File: config.mk
export PLATFORM = sky130hd
export DESIGN_NAME = db_deadband
export DESIGN_NICKNAME = d
export VERILOG_FILES = /design/src/rtl/db_pkg.sv /design/src/rtl/db_reset_sync.sv /design/src/rtl/db_edge_delay.sv /design/src/rtl/db_deadband.sv
export SDC_FILE = /design/constraint.sdc
export NUM_CORES = 1
export LEC_CHECK = 0
export BUFFER_PORTS_ARGS = -buffer_cell sky130_fd_sc_hd__buf_2
export CORE_MARGIN = 2
export CORE_UTILIZATION = 40
export CTS_BUF_LIST = sky130_fd_sc_hd__clkbuf_8
export DETAILED_ROUTE_END_ITERATION = 6
export PLACE_DENSITY_LB_ADDON = 0.25
export SKIP_LAST_GASP = 1
export SLEW_MARGIN = 15
export SYNTH_ARGS = -nofsm -noshare
export SYNTH_HDL_FRONTEND = slang
export SYNTH_SLANG_ARGS = --single-unit
File: constraint.sdc
create_clock -name clk -period 1.13 [get_ports clk]
set_input_delay 0.113 -clock clk [delete_from_list [all_inputs] [get_ports clk]]
set_output_delay 0.113 -clock clk [all_outputs]
set_load 0.005 [all_outputs]
File: src/rtl/db_pkg.sv
package db_pkg;
  // which transition of the source a delay path holds back
  typedef enum logic {
    EDGE_RISE = 1'b0,
    EDGE_FALL = 1'b1
  } edge_kind_e;

  localparam int DB_CW_DEFAULT = 10;
endpackage

File: src/rtl/db_reset_sync.sv
module db_reset_sync #(
  parameter int STAGES = 2
) (
  input  logic clk,
  input  logic rst_n,
  output logic rst_n_sync
);
  logic [STAGES-1:0] chain_q;

  always_ff @(posedge clk or negedge rst_n) begin
    if (!rst_n) chain_q <= '0;
    else        chain_q <= {chain_q[STAGES-2:0], 1'b1};
  end

  assign rst_n_sync = chain_q[STAGES-1];
endmodule

File: src/rtl/db_edge_delay.sv
module db_edge_delay
  import db_pkg::*;
#(
  parameter edge_kind_e KIND = EDGE_RISE,
  parameter int         CW   = DB_CW_DEFAULT
) (
  input  logic          clk,
  input  logic          rst_n,
  input  logic          src,
  input  logic          en,
  input  logic [CW-1:0] dly,
  output logic          dout
);
  logic          x;        // source oriented so the delayed edge is a rise
  logic [CW-1:0] cnt_q, cnt_d;
  logic          y_q, y_d;
  logic          cnt_ce;

  generate
    if (KIND == EDGE_FALL) begin : g_fall
      assign x    = ~src;
      assign dout = ~y_q;
    end else begin : g_rise
      assign x    = src;
      assign dout = y_q;
    end
  endgenerate

  // next state: count while active, saturate at the programmed delay
  always_comb begin
    cnt_d = cnt_q;
    y_d   = y_q;
    if (!en) begin
      cnt_d = '0;
      y_d   = x;
    end else if (!x) begin
      cnt_d = '0;
      y_d   = 1'b0;
    end else begin
      if (cnt_q < dly) cnt_d = cnt_q + 1'b1;
      y_d = (cnt_q >= dly);
    end
  end

  assign cnt_ce = !en || !x || (cnt_q < dly);

  always_ff @(posedge clk or negedge rst_n) begin
    if (!rst_n) begin
      cnt_q <= '0;
      y_q   <= 1'b0;
    end else begin
      if (cnt_ce) cnt_q <= cnt_d;
      y_q <= y_d;
    end
  end

  // the undelayed edge is never held back
  a_r3_release_next: assert property (@(posedge clk) disable iff (!rst_n)
    !x |=> !y_q);

  // an asserted output always needs the oriented source high before it
  a_r5_needs_source: assert property (@(posedge clk) disable iff (!rst_n)
    (y_q && !$past(y_q)) |-> $past(x));

  // a disabled path is a one-cycle pass-through
  a_r6_bypass: assert property (@(posedge clk) disable iff (!rst_n)
    !en |=> (y_q == $past(x)));

  // an opposing edge clears the count
  a_r9_restart: assert property (@(posedge clk) disable iff (!rst_n)
    !x |=> (cnt_q == '0));
endmodule

File: src/rtl/db_deadband.sv
module db_deadband
  import db_pkg::*;
#(
  parameter int CW = DB_CW_DEFAULT
) (
  input  logic          clk,
  input  logic          rst_n,
  input  logic          pwm_in,
  input  logic          rise_en,
  input  logic          fall_en,
  input  logic [CW-1:0] rise_dly,
  input  logic [CW-1:0] fall_dly,
  input  logic          inv_a,
  input  logic          inv_b,
  output logic          out_a,
  output logic          out_b
);
  localparam int NPATH = 2;

  logic             rst_n_int;
  logic             src_q;
  logic [NPATH-1:0] path_en;
  logic [CW-1:0]    path_dly [NPATH];
  logic [NPATH-1:0] path_out;
  logic [NPATH-1:0] path_inv;

  db_reset_sync #(.STAGES(2)) u_rst (
    .clk        (clk),
    .rst_n      (rst_n),
    .rst_n_sync (rst_n_int)
  );

  always_ff @(posedge clk or negedge rst_n_int) begin
    if (!rst_n_int) src_q <= 1'b0;
    else            src_q <= pwm_in;
  end

  assign path_en     = {fall_en, rise_en};
  assign path_dly[0] = rise_dly;
  assign path_dly[1] = fall_dly;
  assign path_inv    = {inv_b, inv_a};

  // path 0 holds back turn-on of A, path 1 holds back the source's falling edge
  for (genvar p = 0; p < NPATH; p++) begin : g_path
    localparam edge_kind_e K = (p == 0) ? EDGE_RISE : EDGE_FALL;
    db_edge_delay #(.KIND(K), .CW(CW)) u_dly (
      .clk   (clk),
      .rst_n (rst_n_int),
      .src   (src_q),
      .en    (path_en[p]),
      .dly   (path_dly[p]),
      .dout  (path_out[p])
    );
  end

  assign out_a = path_out[0] ^ path_inv[0];
  assign out_b = path_out[1] ^ path_inv[1];

  // complementary setting never drives both switches
  a_r8_no_overlap: assert property (@(posedge clk) disable iff (!rst_n_int)
    (!inv_a && inv_b) |-> !(out_a && out_b));

  // reset leaves both gates off under the complementary setting
  a_r1_reset_off: assert property (@(posedge clk)
    (!rst_n_int && !inv_a && inv_b) |-> (!out_a && !out_b));
endmodule

==> run_results.csv <==
group,metric,value,unit
cts,path_clk_slew,0.09,ns
synthesis,yosys-top-cells-count,"25 x dfrtp_1, 24 x a21oi_1, 23 x inv_1",
worst_setup_path,end_kind,"register",
floorplanning,initial_core_util,41.05,%
cts,cts_buffers,3,
timing,fin_skew,0.009010,ns
pwr,peakVddDrop,0.3318,mV
run_status,status,"finished, violations left",
floorplanning,row_count,24,
routing,vias_per_cell,5.526,
global_routing,grt_usage,20.65,%
cts,clockBufferDepth,2,
floorplanning,pin_count,29,
worst_setup_path,cp-endpoint,"g_path[1].u_dly.cnt_q[8]",
cells_and_area,nFillCells,349,
worst_hold_path,hp-class,"in2reg",
floorplanning,dieWidth,70.39,um
global_routing,grt_pass1_vias,1843,
timing,slew_violations,0,
synthesis,yosysUniqueCellTypes,33,
worst_setup_path,reg2reg_depth,7,
synthesis,async_reset_ff_share,100.0,%
run,cap_violations,0,
pwr,power.leakage,0.001355,uW
floorplanning,coreArea,4294,um^2
synthesis,netlist_area,1763,um^2
timing,finalHoldViolCount,0,
global_routing,grt_pass1_wl,8280,um
synthesis,syn_inst,197,
synthesis,yosys-top-cells-area,"dfrtp_1 35%, ha_1 16%, a21oi_1 6.8%, o31ai_1 6.8%, nand3_1 5.7%",
cells_and_area,n_antenna_cell,0,
routing,wl,5029,um
place,portBuffers,28,
synthesis,ys_seq_area_share,35.49,%
worst_setup_path,start_kind,"register",
synthesis,synth_edf_count,0,
worst_setup_path,worst_r2r_endpoint,"g_path[1].u_dly.cnt_q[8]",
worst_setup_path,critPathMaxFanout,6,
synthesis,synth-seq-cells,25,
timing,fmaxAchievable,484.9,MHz
place,preCtsSetupSlack,-0.9720,ns
global_routing,grt_max_degree,24,
timing,min_period,2.062,ns
worst_setup_path,worstPathRequired,1.29,ns
routing,vias,1912,
cts,cts_root_buf,"clkbuf_8",
cells_and_area,drive_gt1_share,47.96,%
cells_and_area,synthToLayoutAreaGrowth,61.96,%
synthesis,yosys.area.top_type,"dfrtp_1",
pwr,cellPowerDensity,613.2,nW/um^2
worst_setup_path,r2r-start,"g_path[1].u_dly.cnt_q[1]",
timing,finalCritPeriodShare,182.5,%
routing,antenna_left,0,
routing,drc,0,
floorplanning,die_height,70.39,um
cts,htree_levels,1,
worst_setup_path,reg2reg_slack,-0.93,ns
synthesis,syn_avg_cell_area,8.949,um^2
routing,drt_iter0_drc,99,
cells_and_area,final_nets,344,
timing,finalSetupViolCount,22,
cts,clk-insertion-delay-late,0.28,ns
synthesis,yosysTopAreaCellShare,35.49,%
global_routing,gr-total-overflow,0,
routing,dr.pass1.iters,4,
cts,clock_sinks,25,
cts,cts_tree,"done",
global_routing,antenna_found_initial,0,
worst_setup_path,startpoint,"g_path[1].u_dly.cnt_q[1]",
synthesis,syn-num-nets,246,
worst_setup_path,cp.arrival,2.22,ns
timing,rsz0062_at_grt,"true",
floorplanning,die_area,4954,um^2
place,dp_hpwl,3325,um
synthesis,synthMostInstantiatedCell,"dfrtp_1",
place,gp_congestion,0.7684,
worst_setup_path,path_class,"reg2reg",
routing,wl_per_cell,14.53,um
run_status,violations,"setup timing",
timing,setup-tns-final,-16.73,ns
synthesis,yosysWarnings,0,
timing,setup_slack,-0.9322,ns
synthesis,synth-main-ff-cell,"dfrtp_1",
sequential cells by signal (all words and copies together), names as in the netlist:
signal and cells:
g_path.u_dly.dout 1, g_path.u_dly.y_q 1, u_rst.chain_q 2, src_q 1, g_path.u_dly.cnt_q 20
final cells by class:
| class | instances | area, um^2 | area share, % |
|---|---|---|---|
| flip-flops and latches | 25 | 625.6 | 21.91 |
| well taps | 52 | 65.06 | 2.279 |
| repair buffers | 96 | 686.9 | 24.06 |
| multi-input cells | 146 | 1345 | 47.11 |
| inverters | 23 | 86.33 | 3.024 |
| clock buffers | 3 | 41.29 | 1.446 |
| clock inverters | 1 | 5.005 | 0.1753 |
cell families (layout without fill, tap and decap cells):
logic type / count (synthesis) / in the layout / share of synthesized area (%)
mux: 1 / 1 / 0.5678
flops: 25 / 25 / 35.49
other cells: 1 / 1 / 0.2127
simple gates: 59 / 59 / 19.80
compound gates: 59 / 61 / 21.29
xor+xnor: 2 / 2 / 0.9938
buf+inv: 28 / 123 / 6.032
fa+ha+maj: 22 / 22 / 15.61
timing repair:
action / 4_1_cts / 5_1_grt
setup endpoints to repair: 22 / 22
setup buffers: 6 / 3
cloned: 2 / 0
pin swaps: 12 / 18
hold buffers: 2 / 0
gates resized for setup: 16 / 35
endpoints found under the hold margin: 3 / 0
stage by stage:
| stage | std cells | hold WS (ns) | cell area, um^2 | power [uW] | util, % |
|---|---|---|---|---|---|
| final | 346 | 0.08993 | 2855 | 1751 | 66.49 |
| after global routing | 346 | 0.1225 | 2855 | 1860 | 66.49 |
| after global placement | 331 | -0.1012 | 2459 | 1160 | 57.26 |
| after detailed placement | 331 | -0.09779 | 2459 | 1168 | 57.26 |
| after CTS | 344 | 0.09093 | 2653 | 1734 | 61.77 |
| after floorplan | 197 | -0.1826 | 1836 | 1051 | - |
critical path: stages (launching register included):
cell and delay [ns]:
dfrtp_1 0.43, ha_4 0.23, nor2b_4 0.12, o21a_4 0.23, o31a_4 0.39, buf_4 0.15
o31ai_1 0.29, a21oi_2 0.09
power breakdown:
part / total, uW / internal (uW) / switching (uW)
clock network: 549 / 247 / 302
logic: 281 / 137 / 144
registers: 921 / 910 / 11.4
cells in the final DEF, fill, tap and decap left out, types with 6 or more instances in the layout:
cell / instances
a21oi_1: 12
a21oi_2: 10
and3_1: 6
buf_2: 28
buf_4: 60
dfrtp_1: 25
ha_1: 17
inv_1: 23
nand2_1: 6
nand3_1: 18
o31ai_1: 11
or4_1: 8
per-layer routing:
layer	track usage, %	routed length, um	vias to the layer above
met5	0	0	-
met4	6.410	53	0
met1	29.01	2376	916
met3	2.453	199	5
met2	33.12	2399	51
li1	-	-	940
worst min path at each step:
stage	from	to	slack [ns]	cells after the start
6_report	fall_en	g_path[1].u_dly.y_q	0.09	2
5_1_grt	fall_en	g_path[1].u_dly.y_q	0.12	2
4_1_cts	fall_en	g_path[1].u_dly.y_q	0.09	2
3_5_place_dp	rst_n	u_rst.chain_q[1]	-0.1	1
3_3_place_gp	rst_n	u_rst.chain_q[0]	-0.10	1
2_1_floorplan	rst_n	u_rst.chain_q[0]	-0.18	0
Note: power is estimated with default switching activity, not from simulation.
